## config.mk

```make
export PLATFORM = sky130hd
export DESIGN_NAME = cfg_readback_chain
export DESIGN_NICKNAME = d
export VERILOG_FILES = /design/src/rtl/scan_pkg.sv /design/src/rtl/scan_rst_sync.sv /design/src/rtl/scan_ctrl.sv /design/src/rtl/scan_slice.sv /design/src/rtl/cfg_readback_chain.sv
export SDC_FILE = /design/constraint.sdc
export NUM_CORES = 1
export LEC_CHECK = 0
export ABC_AREA = 1
export CAP_MARGIN = 10
export CORE_MARGIN = 5
export CORE_UTILIZATION = 46
export DETAILED_ROUTE_END_ITERATION = 12
export PLACE_DENSITY = 0.75
export SLEW_MARGIN = 10
export SYNTH_ARGS = -nofsm -noshare
export SYNTH_HDL_FRONTEND = slang
export SYNTH_HIERARCHICAL = 1
export SYNTH_SLANG_ARGS = --single-unit
```

## constraint.sdc

```tcl
create_clock -name sclk -period 14 [get_ports sclk]
set_input_delay 2.1 -clock sclk [delete_from_list [all_inputs] [get_ports sclk]]
set_output_delay 2.1 -clock sclk [all_outputs]
set_load 0.1 [all_outputs]
```

## src/rtl/scan_pkg.sv

```systemverilog
package scan_pkg;
  typedef enum logic [1:0] {
    OP_HOLD    = 2'd0,
    OP_CAPTURE = 2'd1,
    OP_SHIFT   = 2'd2
  } scan_op_e;
endpackage

```

## src/rtl/scan_rst_sync.sv

```systemverilog
module scan_rst_sync #(
  parameter int STAGES = 2
) (
  input  logic clk,
  input  logic rst_n,
  output logic rst_q_n
);
  logic [STAGES-1:0] sync_q;
  logic [STAGES-1:0] sync_d;

  always_comb begin
    sync_d = {sync_q[STAGES-2:0], 1'b1};
  end

  always_ff @(posedge clk or negedge rst_n) begin
    if (!rst_n) begin
      sync_q <= '0;
    end else begin
      sync_q <= sync_d;
    end
  end

  assign rst_q_n = sync_q[STAGES-1];
endmodule

```

## src/rtl/scan_ctrl.sv

```systemverilog
module scan_ctrl
  import scan_pkg::*;
(
  input  logic     serial_mode,
  input  logic     scan_en,
  output scan_op_e op
);
  always_comb begin
    if (!serial_mode) begin
      op = OP_HOLD;
    end else if (scan_en) begin
      op = OP_SHIFT;
    end else begin
      op = OP_CAPTURE;
    end
  end
endmodule

```

## src/rtl/scan_slice.sv

```systemverilog
module scan_slice
  import scan_pkg::*;
#(
  parameter int WORD_W = 7
) (
  input  logic              clk,
  input  logic              rst_n,
  input  scan_op_e          op,
  input  logic [WORD_W-1:0] load_word,
  input  logic              shift_in,
  output logic [WORD_W-1:0] word_q
);
  logic [WORD_W-1:0] word_d;
  logic              word_en;

  always_comb begin
    word_en = 1'b0;
    word_d  = word_q;
    case (op)
      OP_CAPTURE: begin
        word_en = 1'b1;
        word_d  = load_word;
      end
      OP_SHIFT: begin
        word_en = 1'b1;
        word_d  = {word_q[WORD_W-2:0], shift_in};
      end
      default: begin
        word_en = 1'b0;
        word_d  = word_q;
      end
    endcase
  end

  always_ff @(posedge clk or negedge rst_n) begin
    if (!rst_n) begin
      word_q <= '0;
    end else if (word_en) begin
      word_q <= word_d;
    end
  end
endmodule

```

## src/rtl/cfg_readback_chain.sv

```systemverilog
module cfg_readback_chain
  import scan_pkg::*;
#(
  parameter int NUM_SLOTS = 69,
  parameter int WORD_W    = 7,
  parameter int SYNC_LEN  = 2,
  localparam int TOTAL    = NUM_SLOTS * WORD_W
) (
  input  logic             sclk,
  input  logic             rst_n,
  input  logic             serial_mode,
  input  logic             scan_en,
  input  logic [TOTAL-1:0] active_words,
  input  logic             cmd_sdo,
  output logic             sdout
);
  logic             rst_q_n;
  scan_op_e         op;
  logic [TOTAL-1:0] chain_q;
  logic             scan_sel;

  scan_rst_sync #(.STAGES(SYNC_LEN)) u_rst (
    .clk     (sclk),
    .rst_n   (rst_n),
    .rst_q_n (rst_q_n)
  );

  scan_ctrl u_ctrl (
    .serial_mode (serial_mode),
    .scan_en     (scan_en),
    .op          (op)
  );

  for (genvar i = 0; i < NUM_SLOTS; i++) begin : g_slot
    logic shift_in;
    if (i == 0) begin : g_tail
      assign shift_in = 1'b0;
    end else begin : g_link
      assign shift_in = chain_q[i*WORD_W-1];
    end

    scan_slice #(.WORD_W(WORD_W)) u_slice (
      .clk       (sclk),
      .rst_n     (rst_q_n),
      .op        (op),
      .load_word (active_words[i*WORD_W +: WORD_W]),
      .shift_in  (shift_in),
      .word_q    (chain_q[i*WORD_W +: WORD_W])
    );
  end

  assign scan_sel = serial_mode & scan_en;

  always_comb begin
    if (scan_sel) begin
      sdout = chain_q[TOTAL-1];
    end else begin
      sdout = cmd_sdo;
    end
  end
endmodule

```

Yosys cells after proc, flatten, opt, wreduce, memory -nomap -nowiden:

Cells that the tools add are included.

* register bits after elaboration: 485
* input port bits: 488
* output and inout port bits: 1
* logic and storage cells: 149

* eq/ne operators: 2
* muxes and demuxes: 73
* bitwise gates (word level): 1
* reductions and logical operators: 3

Operators by type and width (number)
* 7-bit case mux with 2 select lines: 69
* 2-bit 2-to-1 mux: 2
* 2-bit by 1-bit equality test with 1-bit output, second input constant: 1
* 2-bit equality test, second input constant: 1
* 1-bit 2-to-1 mux: 2
* 2-bit AND reduction: 1
* 2-bit nonzero test: 1
* 2-bit OR reduction: 1
* 1-bit bitwise AND: 1

Logic depth before layout (Yosys ltp):

* depth after elaboration: 6
* depth in mapped cells: 9
* gate-level depth less buffers: 8

Hierarchy:

The synthesis kept the hierarchy.

By module, submodules not included
* scan_slice: times used 69, cells an instance 62, area each 420.4 um^2, sequential area each 175.2 um^2
* scan_rst_sync: times used 1, cells an instance 3, area each 53.8 um^2, sequential area each 50.0 um^2
* cfg_readback_chain: times used 1, cells an instance 5, area each 20.0 um^2, sequential area each 0.0 um^2
* scan_ctrl: times used 1, cells an instance 4, area each 17.5 um^2, sequential area each 0.0 um^2

Worst setup path before layout:

Ideal clock, no wire load.

* path kind: input to output
* start: input port serial_mode
* end: output port sdout
* data arrival time: 2.828 ns
* data required time: 11.900 ns
* slack: 9.072 ns
* stages: 3
* path buffers: 0
* cell sequence: nand2_1 > nand2_1 > nand2_1

* word-level cells in the longest chain between the ends: 2

Ends and longest elaborated chain
* from (decl): line cfg_readback_chain.sv:11 `input logic serial_mode,`
* 1-bit bitwise AND: line cfg_readback_chain.sv:52 `assign scan_sel = serial_mode & scan_en;`
* 1-bit 2-to-1 mux: line cfg_readback_chain.sv:55 `if (scan_sel) begin`
* to (decl): line cfg_readback_chain.sv:15 `output logic sdout`

Every way passes these cells.

Worst setup path in the final report:

* start: input port scan_en
* end: output port sdout

* word-level cells in the longest chain between the ends: 2

Ends and longest elaborated chain
* from (decl): line cfg_readback_chain.sv:12 `input logic scan_en,`
* 1-bit bitwise AND: line cfg_readback_chain.sv:52
* 1-bit 2-to-1 mux: line cfg_readback_chain.sv:55

Every way passes these cells.

==> results.cfg <==
[cells_and_area]
drive_above_1_share_pct = 15.3
num-nets-final = 5262
design_area_um2 = 35800
layout_commonest_cell = nand2_1
layout_common_cells = nand2_1, inv_1, clkdlybuf4s50_1
syn_to_final_growth_pct = 22.9

[min_path]
hold_path.class = reg -> reg
holdPathEnd = u_rst/sync_q[1]
min_from = u_rst/sync_q[0]
holdPathStages = 0

[routing]
vias = 25100
drt_iter0_markers = 1730
dr.pass1.iters = 5
avgViaCountPerCell = 4.48
ant_nets = 0
wire_per_inst_um = 12.4
drcViolationCount = 0
wl_um = 69400

[placed_design]
place.gp.congestion = 0.839
placed_cell_area_um2 = 33800
dpl_worst_slack_ps = 7940
dp_hpwl_um = 51400
port_buffers = 488

[global_routing]
grt_overflow = 0
track_usage_pct = 19.8
antenna_found_initial = 5
grt_util_met1_pct = 25.5
grtUsageMet3_pct = 3.52
grt.busiest_layer = met2
grt_max_degree = 167
use_met2_pct = 34.4
grt_pass1_wl_um = 114000
grt_pass1_vias = 24300

[worst_setup_path]
critPathLaunch = scan_en
worst-r2r-setup-slack_ps = 11240
crit_required_ps = 11900
crit_arrival_ps = 3950
worstReg2RegEnd = g_slot[19].u_slice/word_q[1]
start_kind = primary input
crit_path_max_incr_delay_ps = 1130
r2r-start = u_rst/sync_q[1]
cpMostUsedCell = clkdlybuf4s50_1
critical-path-slowest-cell = clkdlybuf4s50_1
cp_cell_sequence = clkdlybuf4s50_1 -> nand3_1 -> nand2_1 -> clkdlybuf4s50_1
critical_path_class = in -> out
path_max_fanout = 4
ff2ff_path_depth = 2
endpoint_kind = output pin

[floorplan]
row_count = 92
start_util_pct = 46.3
die_w_um = 262
dieArea_um2 = 68400
die_y_um = 262
io_pins = 489
core_um2 = 62900

[logic_synthesis]
synth_seq_area_share_pct = 41.7
yosysTopAreaCell = dfrtp_1
ys_seq_elements = 485
synthTopCellsByArea = dfrtp_1, nand2_1, nand3_1, inv_1, inv_2
yosys_warnings = 6
synth_fp_nets = 4847
synthesis.area_um2 = 29100
syn_inst = 4290
synth_top_area_share_pct = 41.7
syn_area_per_cell_um2 = 6.78
synth_cell_type_count = 13

[power]
swShare_pct = 29.5
p_per_area_nw_per_um2 = 120
intPower_mw = 3.02
p_leak_nw = 20.6
clock_power_share_pct = 36.0
p_sw_mw = 1.26
ir_drop_mv = 0.0807
power_mw = 4.28
seq_power_share_pct = 42.6
p_comb_share_pct = 21.3

[clock_tree]
cts-hold-fix-buffers = 0
clkLatencyLatePin_ps = 590
clockBufferDepth = 3
htreeDepth = 2
cts_tree = done
cts-root-buf = clkbuf_16
post_cts_buffers = 0
clkSlewWorstSetupHoldPaths_ps = 60
cts.sinks = 485
tritoncts.num_buffers = 55
cts_resized = 0

[sta]
drv_slew = 0
post-route-period-util_pct = 43.2
finalSetupTns_ps = 0
max_slew_margin_pct = 35.0
setup_viol_count_final = 0
worstMarginPinSlew_ps = 971
rsz0062_at_grt = no
fin_ws_ps = 7950
whs_ps = 350
clock.fmax_mhz = 165
clock_skew_ps = 15.0
hold_viol_final = 0
layout_min_cycle_time_ps = 6050

[run]
max_cap_viol_count = 0

[outcome]
outcome = complete, no violations
==> sequential cells by signal (all words and copies together), names as in the netlist <==
name,cells
g_slot.u_slice/word_q,483
u_rst/sync_q,2
==> worst max-delay path by stage <==
stage          depth (start not counted)  slack (ps)                     endpoint
2_1_floorplan                          0        6100  g_slot[0].u_slice/word_q[0]
3_3_place_gp                           4        7930                        sdout
3_5_place_dp                           4        7940                        sdout
4_1_cts                                4        7940                        sdout
5_1_grt                                4        7920                        sdout
6_report                               4        7950                        sdout
==> worst max-delay path, delay by kind of cell <==
kind / cells / cell delay (ps)
and+or+nand+nor: 2 / 160
buffers and inverters: 2 / 1680
==> area by class of cell <==
type	instances	area (µm²)
diodes	3	7.51
clock buffers	69	1510
clock inverters	31	428
fillers	5875	27100
inverters	1175	4930
multi-input cells	2492	10700
flip-flops and latches	485	12100
well taps	846	1060
repair buffers	496	4960
==> cell families (layout without fill, tap and decap cells) <==
family / Yosys count / in the layout / share of synthesized area [%]
AND/OR/NAND/NOR: 2421 / 2421 / 33.9
buffers and inverters: 1313 / 1771 / 21.4
flip-flops: 485 / 485 / 41.7
adder cells (fa/ha/maj): 69 / 69 / 2.97
other: 2 / 5 / 0.0258
==> cell usage after synthesis <==
cell type and n:
buf_4 69, buf_6 69, conb_1 2, dfrtp_1 485, ha_1 69, inv_1 623
inv_2 414, inv_4 69, inv_6 69, nand2_1 1867, nand2_2 69, nand3_1 484
nor2_2 1
==> per-layer routing <==
| layer | wire length (µm) | part of all wire, % |
|---|---|---|
| met4 | 1800 | 2.6 |
| met5 | 25 | 0.036 |
| met2 | 33800 | 49 |
| met1 | 30100 | 43 |
| met3 | 3650 | 5.3 |
==> metrics by stage <==
| stage | utilization [%] | instances |
|---|---|---|
| after floorplan | - | 4290 |
| after detailed placement | 53.8 | 5494 |
| after global placement | 53.8 | 5494 |
| final | 56.9 | 5597 |
| after global routing | 56.9 | 5596 |
| after CTS | 56.9 | 5594 |
==> power groups by stage <==
stage | clock, mW | combinational (mW) | sequential, mW
final | 1.54 | 0.913 | 1.82
after global routing | 1.64 | 1.05 | 1.86
after CTS | 1.58 | 0.922 | 1.83
after detailed placement | 0 | 0.916 | 1.85
after global placement | 0 | 0.892 | 1.84
after floorplan | 0 | 0.644 | 1.83
Note: power is estimated with default switching activity, not from simulation.
